--- src/rtl/pio_pacer_pkg.sv ---
package pio_pacer_pkg;

  typedef enum logic [1:0] {
    SRC_TIMER  = 2'd0,
    SRC_EXT    = 2'd1,
    SRC_CHANGE = 2'd2,
    SRC_NONE   = 2'd3
  } src_e;

  // Timebase codes (two's complement in 4 bits).
  localparam logic [3:0] TB_50NS  = 4'hD;
  localparam logic [3:0] TB_1US   = 4'h1;
  localparam logic [3:0] TB_10US  = 4'h2;
  localparam logic [3:0] TB_100US = 4'h3;
  localparam logic [3:0] TB_1MS   = 4'h4;
  localparam logic [3:0] TB_10MS  = 4'h5;

endpackage

--- src/rtl/pacer_timebase.sv ---
module pacer_timebase
  import pio_pacer_pkg::*;
#(
  parameter int CLK_HZ = 20_000_000,
  parameter int IVW    = 16
) (
  input  logic           clk,
  input  logic           rst,
  input  logic           sel,
  input  logic [3:0]     code,
  input  logic [IVW-1:0] interval,
  output logic           fire,
  output logic           bad_cfg
);
  localparam int MAXDIV = CLK_HZ / 100;
  localparam int PW     = $clog2(MAXDIV + 1);

  logic [PW-1:0]  div_m1;
  logic           code_ok;
  logic           run;
  logic           tick;
  logic [PW-1:0]  pcnt;
  logic [IVW-1:0] icnt;

  always_comb begin
    code_ok = 1'b1;
    case (code)
      TB_50NS:  div_m1 = PW'(CLK_HZ / 20_000_000 - 1);
      TB_1US:   div_m1 = PW'(CLK_HZ / 1_000_000 - 1);
      TB_10US:  div_m1 = PW'(CLK_HZ / 100_000 - 1);
      TB_100US: div_m1 = PW'(CLK_HZ / 10_000 - 1);
      TB_1MS:   div_m1 = PW'(CLK_HZ / 1_000 - 1);
      TB_10MS:  div_m1 = PW'(CLK_HZ / 100 - 1);
      default: begin
        div_m1  = '0;
        code_ok = 1'b0;
      end
    endcase
  end

  assign bad_cfg = sel && (!code_ok || interval < IVW'(2));
  assign run     = sel && !bad_cfg;
  assign tick    = run && (pcnt >= div_m1);
  assign fire    = tick && (icnt >= interval - IVW'(1));

  always_ff @(posedge clk) begin
    if (rst || !run) begin
      pcnt <= '0;
      icnt <= '0;
    end else begin
      pcnt <= tick ? '0 : pcnt + PW'(1);
      if (tick) icnt <= fire ? '0 : icnt + IVW'(1);
    end
  end


  timer_gap_chk: assert property (@(posedge clk) disable iff (rst)
    fire |=> !fire);


  timer_bad_quiet_chk: assert property (@(posedge clk) disable iff (rst)
    bad_cfg |-> !fire);

endmodule

--- src/rtl/pacer_ext_edge.sv ---
module pacer_ext_edge (
  input  logic clk,
  input  logic rst,
  input  logic pin,
  output logic fire
);
  logic meta_q, sync_q, last_q;

  always_ff @(posedge clk) begin
    if (rst) begin
      meta_q <= 1'b0;
      sync_q <= 1'b0;
      last_q <= 1'b0;
    end else begin
      meta_q <= pin;
      sync_q <= meta_q;
      last_q <= sync_q;
    end
  end

  assign fire = sync_q && !last_q;


  ext_single_edge_chk: assert property (@(posedge clk) disable iff (rst)
    fire |=> !fire);

endmodule

--- src/rtl/pacer_change_det.sv ---
module pacer_change_det #(
  parameter int W = 8
) (
  input  logic         clk,
  input  logic [W-1:0] din,
  input  logic [W-1:0] mask,
  output logic         fire
);
  logic [W-1:0] prev_q;

  // Tracks the input every cycle, so entering change mode never fires on stale history.
  always_ff @(posedge clk) prev_q <= din;

  assign fire = |((din ^ prev_q) & mask);

endmodule

--- src/rtl/pio_req_pacer.sv ---
module pio_req_pacer
  import pio_pacer_pkg::*;
#(
  parameter int CLK_HZ = 20_000_000,
  parameter int W      = 8,
  parameter int IVW    = 16
) (
  input  logic           clk,
  input  logic           rst,
  input  logic [1:0]     src_sel,
  input  logic [3:0]     tb_code,
  input  logic [IVW-1:0] interval,
  input  logic [W-1:0]   line_mask,
  input  logic [W-1:0]   din,
  input  logic           ext_req,
  input  logic           ack,
  output logic           req,
  output logic [W-1:0]   cap_data,
  output logic           overrun,
  output logic           cfg_err
);
  src_e src;
  logic fire_tmr, fire_ext, fire_chg, fire, bad_cfg;
  logic pend_q;

  assign src = src_e'(src_sel);

  pacer_timebase #(.CLK_HZ(CLK_HZ), .IVW(IVW)) u_tmr (
    .clk(clk), .rst(rst), .sel(src == SRC_TIMER), .code(tb_code),
    .interval(interval), .fire(fire_tmr), .bad_cfg(bad_cfg)
  );

  pacer_ext_edge u_ext (
    .clk(clk), .rst(rst), .pin(ext_req), .fire(fire_ext)
  );

  pacer_change_det #(.W(W)) u_chg (
    .clk(clk), .din(din), .mask(line_mask), .fire(fire_chg)
  );

  always_comb begin
    case (src)
      SRC_TIMER:  fire = fire_tmr;
      SRC_EXT:    fire = fire_ext;
      SRC_CHANGE: fire = fire_chg;
      default:    fire = 1'b0;
    endcase
  end

  always_ff @(posedge clk) begin
    if (rst) begin
      req      <= 1'b0;
      cap_data <= '0;
      overrun  <= 1'b0;
      cfg_err  <= 1'b0;
      pend_q   <= 1'b0;
    end else begin
      req     <= fire;
      cfg_err <= bad_cfg;
      if (fire) begin
        cap_data <= din;
        pend_q   <= 1'b1;
        if (pend_q && !ack) overrun <= 1'b1;
      end else if (ack) begin
        pend_q <= 1'b0;
      end
    end
  end


  overrun_sticky_chk: assert property (@(posedge clk) disable iff (rst)
    overrun |=> overrun);


  overrun_with_req_chk: assert property (@(posedge clk) disable iff (rst)
    $rose(overrun) |-> req);


  cfg_err_no_req_chk: assert property (@(posedge clk) disable iff (rst)
    cfg_err |-> !req);


  src_none_quiet_chk: assert property (@(posedge clk) disable iff (rst)
    (src == SRC_NONE) |=> !req);

endmodule

--- config.mk ---
export PLATFORM = sky130hd
export DESIGN_NAME = pio_req_pacer
export DESIGN_NICKNAME = d
export VERILOG_FILES = /design/src/rtl/pio_pacer_pkg.sv /design/src/rtl/pacer_timebase.sv /design/src/rtl/pacer_ext_edge.sv /design/src/rtl/pacer_change_det.sv /design/src/rtl/pio_req_pacer.sv
export SDC_FILE = /design/constraint.sdc
export NUM_CORES = 1
export LEC_CHECK = 0
export BUFFER_PORTS_ARGS = -buffer_cell sky130_fd_sc_hd__buf_4
export CAP_MARGIN = 20
export CORE_MARGIN = 1.5
export CORE_UTILIZATION = 42
export DETAILED_ROUTE_END_ITERATION = 10
export SLEW_MARGIN = 30
export SYNTH_ARGS = -nofsm -noshare
export SYNTH_HDL_FRONTEND = slang
export SYNTH_SLANG_ARGS = --single-unit
--- constraint.sdc ---
create_clock -name clk -period 3.3 [get_ports clk]
set_input_delay 0.66 -clock clk [delete_from_list [all_inputs] [get_ports clk]]
set_output_delay 0.66 -clock clk [all_outputs]
set_load 0.05 [all_outputs]
Word-level counts from Yosys, hierarchy flattened:

Cells that the tools add are included.

* logic and storage cells: 52
* input bits: 42
* register bits: 57
* output and inout bits: 11

* equal/unequal tests: 8
* reductions and logical operators: 19
* multiplexer cells: 6
* magnitude comparators: 3
* add/subtract/negate cells: 3
* bitwise operators: 2

Operator list (number)
* $pmux W18 S5: 1
* $add A18 B1 Y18 const B: 1
* $ge A18 B18 Y1: 1
* $add A16 B1 Y16 const B: 1
* $ge A16 B16 Y1: 1
* $lt A16 B2 Y1 const B: 1
* $mux W16: 1
* $sub A16 B1 Y16 const B: 1
* $and A8 B8 Y8: 1
* $eq A4 B2 Y1 const B: 2
* $eq A4 B3 Y1 const B: 2
* $reduce_or A8 Y1: 1
* $xor A8 B8 Y8: 1
* $logic_and A1 B1 Y1: 6
* $reduce_or A6 Y1: 1
* $logic_not A1 Y1: 5
* $eq A4 B1 Y1 const B: 1
* $eq A4 B4 Y1 const B: 1
* $mux W1: 3
* $pmux W1 S3: 1
* $eq A2 B1 Y1 const B: 1
* $eq A2 B2 Y1 const B: 1
* $logic_not A2 Y1: 1
* $logic_or A1 B1 Y1: 2
* other kinds (3): 3

Logic depth before layout (Yosys ltp):

* depth in word-level cells: 12
* depth in mapped cells: 15
* gate-level depth less buffers: 14

Cells and area by module:

Synthesis repeated with hierarchy kept, for this count alone.

* cell total of the unflattened synthesis: 437
* area total of the unflattened synthesis: 3843.7 sq um

By module, submodules not included
* pacer_timebase: instances 1, seq. area each 680.7 sq um, area each 2723.9 sq um, cells each 326
* pio_req_pacer: instances 1, seq. area each 240.2 sq um, area each 765.7 sq um, cells each 83
* pacer_change_det: instances 1, seq. area each 160.2 sq um, area each 266.5 sq um, cells each 21
* pacer_ext_edge: instances 1, seq. area each 60.1 sq um, area each 87.6 sq um, cells each 7

Worst setup path before layout:

No wires, ideal clock.

* path kind: input to register
* start point: in interval[6]
* end point: reg cap_data[0]
* arrival time: 3334 ps
* stages: 14
* required time: 3172 ps
* path slack: -162 ps
* path buffers: 1
* library setup time: 128 ps
* cells stage by stage: nor4_2 > and3_1 > nand2_1 > nor4_1 > xnor2_1 > ha_1 > o21ai_0 > nor2_1 > a2111oi_0 > nand2_1 > a31oi_1 > buf_4 > mux2i_1 > nor2_1

* word-level cells in the longest chain between the ends: 8
* elaborated cells on any way between the ends: 10
* those cells by class: 1 x add/sub; 2 x order compare; 1 x mux; 6 x reduce/logical

RTL lines
* from (decl): line pio_req_pacer.sv:12 `input logic [IVW-1:0] interval,`
* branches (longest 6 deep; another with $sub A16 B1 Y16)
* $logic_and A1 B1 Y1 (*): line pacer_timebase.sv:44 `assign fire = tick && (icnt >= interval - IVW'(1));`
* $pmux W1 S3 (*): line pio_req_pacer.sv:42 `case (src)`
* to (signal assigned): line pio_req_pacer.sv:61 `cap_data <= din;`
* to (decl): line pio_req_pacer.sv:18 `output logic [W-1:0] cap_data,`

Mark *: on every way between the ends.
A chain may end at the register's enable or synchronous reset.

Worst setup path after layout:

* start point: in interval[4]
* end point: reg cap_data[7]

The elaborated chain is that of the path after synthesis.

==> impl_metrics.toml <==
[run_status]
outcome = "finished, final reports clean"

[critical_path]
data_arrival_time_at_the_worst_slack_endpoint_ps = 3360
path_max_fanout = 6
crit_slowest_cell = "a2111oi_4"
crit_chain = "buf_4 > nor4_4 > buf_4 > nand2_1 > nor2_1 > xnor2_1 > ha_1 > a21oi_1 > o21ai_0 > a2111oi_4 > nand2_2 > a31oi_4 > buf_6 > mux2i_1 > nor2_1"
cp_data_required_time_ps = 3530
cp-start-kind = "input port"
critical_path_endpoint_category = "flip-flop"
worst_path_dominant_cell_family = "compound AO/OA/AOI/OAI gates"
critical-path-max-stage-delay_ps = 430
cp_num_buf_inv = 3
worstSetupPathType = "input port to flip-flop"

[route]
total_via_count_after_detailed_routing = 2947
drt_antenna_net_count = 0
firstDrtPassIters = 4
drc_errors = 0
via_density_per_instance = 5.13
drt_iter0_markers = 95
drt-wirelength-per-cell_um = 12.9
finalWirelength_mm = 7.43

[final_layout]
syn2layout_area_growth_pct = 30.8
antennaDiodeCount = 0
utilization = 0.564
finish.net_count = 544
final_cell_count_no_fill = 575
post_route_cells_drive_above_1_share = 0.252

[synth]
ys.flop_type = "dfxtp_1"
asyncSetResetFlopFracSynth = 0
synth.yosys.warnings = 0
syn-instance-count = 381
syn_area_um2 = 3340
avg_cell_area_syn_um2 = 8.76
syn-num-nets = 457
synth.lib_cells_used.distinct = 49
seq_area_frac_synth = 0.342
postSynthRegisterBits = 57
post_synth_edffs = 0

[sta]
timing.fmax_ghz = 0.319
worstMarginPinSlew_ps = 381
max-slew-margin-rel = 0.740
layout_worst_path_cycle_share = 0.950
worst_slack_ps = 165
report.final.slew_viol_count = 0
hold_viol_final = 0
finalSetupViolations = 0
worst_clock_skew_ps = 7.21
post-route-min-period_ps = 3130

[floorplanning]
pin_count = 53
die_y_um = 92.1
initial_core_util = 0.432
fp.coreArea_um2 = 7730
die_area_um2 = 8490
fp-row-count = 32
die-width_um = 92.1

[power]
power.density_cell_area_nw_per_um2 = 368
peakVddDrop_v = 0.000326
p_leak_nw = 1.83

[global_routing]
global_route.usage.total = 0.187
overflow = 0
grt_first_pass_wirelength_mm = 12.9
grt_start_max_net_pins = 19
first_global_vias = 3014
grt_antenna_before_repair = 0

[cts]
clkTransAtPathRegs_ps = 70
clock_tree.htree_level_count = 3
tritoncts.num_buffers = 9
clock-root-buffer = "clkbuf_8"
clock_sinks = 57
clockBufferDepth = 2
tritoncts = "built"
clock_latency_ps = 340

[placed_design]
place.port_buffers = 52
placed_cells_incl_taps = 557
place_congestion = 0.749
detailed_place_hpwl_mm = 5.76
dpl_worst_slack_ps = -326

[job]
timing.max_cap.violations = 0

[hold_path]
min_path_type = "flip-flop to flip-flop"
## synthesized netlist by cell type, drive strengths merged, types with 3 or more instances
library cell	instances	share of area
buf	4	0.0068
a211oi	3	0.0068
nand3	10	0.015
mux2i	10	0.030
dfxtp	57	0.34
xnor2	16	0.042
nor3b	3	0.0068
nand2b	4	0.0075
a21oi	17	0.026
clkbuf	3	0.0034
xor2	29	0.076
ha	34	0.13
nor3	6	0.0090
o21ai	10	0.015
nor2b	3	0.0056
nand2	25	0.028
or3	6	0.011
nor4	6	0.013
nand4	15	0.033
a22oi	4	0.0090
nor2	58	0.065
inv	12	0.014
and3	15	0.028
## cell usage in the layout (no fill, tap or decap), drive strengths merged, types with 3 or more instances in the layout
cell type	Yosys	layout
nor4	6	6
o21ai	10	10
clkinv	0	3
or3	6	6
inv	12	13
ha	34	34
and3	15	15
nor2	58	58
xnor2	16	16
nand4	15	15
nand3	10	10
a21oi	17	17
clkbuf	3	9
nor2b	3	3
nand2b	4	4
a211oi	3	3
nand2	25	25
nor3	6	6
xor2	29	29
nor3b	3	3
dfxtp	57	57
a22oi	4	4
buf	4	83
mux2i	10	10
## state kept, by name (all words and copies together) (netlist names)
signal,flops
u_tmr.pcnt,18
u_tmr.icnt,16
cap_data,8
u_chg.prev_q,8
cfg_err,1
overrun,1
pend_q,1
req,1
u_ext.last_q,1
u_ext.meta_q,1
u_ext.sync_q,1
## cells by family after synthesis
family | share of synthesized area
adders and majority gates | 0.128
DFF | 0.342
muxes | 0.0300
buffers and inverters | 0.0236
AOI/OAI and AO/OA | 0.111
xor gates and xnor gates | 0.118
and+or+nand+nor | 0.248
## where the power goes
part | switching, mW | internal (mW)
registers | 0.00662 | 0.703
clock network | 0.305 | 0.354
logic | 0.123 | 0.113
## layer usage
layer | up-vias | global-route usage | part of all wire
met5 | - | 0 | 0
met4 | 0 | 0.0423 | 0.0058
met3 | 6 | 0.0506 | 0.028
met2 | 35 | 0.352 | 0.52
met1 | 1358 | 0.207 | 0.44
li1 | 1548 | - | -
## path summary, 6_finish.rpt
| kind | start | to | slack (ps) | depth (start not counted) |
|---|---|---|---|---|
| worst min register to register | u_ext.meta_q | u_ext.sync_q | 440 | 1 |
| worst min-delay path | u_ext.meta_q | u_ext.sync_q | 440 | 1 |
| worst max register to register | u_tmr.icnt[11] | cap_data[7] | 950 | 9 |
| worst max-delay path | interval[4] | cap_data[7] | 170 | 15 |
## through the flow
step	instance area [µm²]	setup TNS (ps)	hold slack (ps)	power [mW]
finish	4360	0	438	1.60
global route	4360	-30.2	421	1.68
CTS	4270	0	424	1.62
detailed placement	4070	-4640	427	0.953
global placement	4070	-3270	419	0.948
floorplan	3360	0	414	0.843
## area by class of cell
| type | count | area [µm²] |
|---|---|---|
| sequential | 57 | 1140 |
| multi-input combinational | 305 | 2220 |
| clock buffer | 9 | 124 |
| clock inverter | 7 | 80.1 |
| timing repair buffer | 83 | 627 |
| inverter | 12 | 45.0 |
| fill | 721 | 3370 |
| tap | 102 | 128 |
## what timing repair did
action,4_1_cts,5_1_grt
setup buffers,0,1
resized for setup,0,15
endpoints found under the setup margin,0,25
hold buffers,0,0
Note: power is estimated with default switching activity, not from simulation.
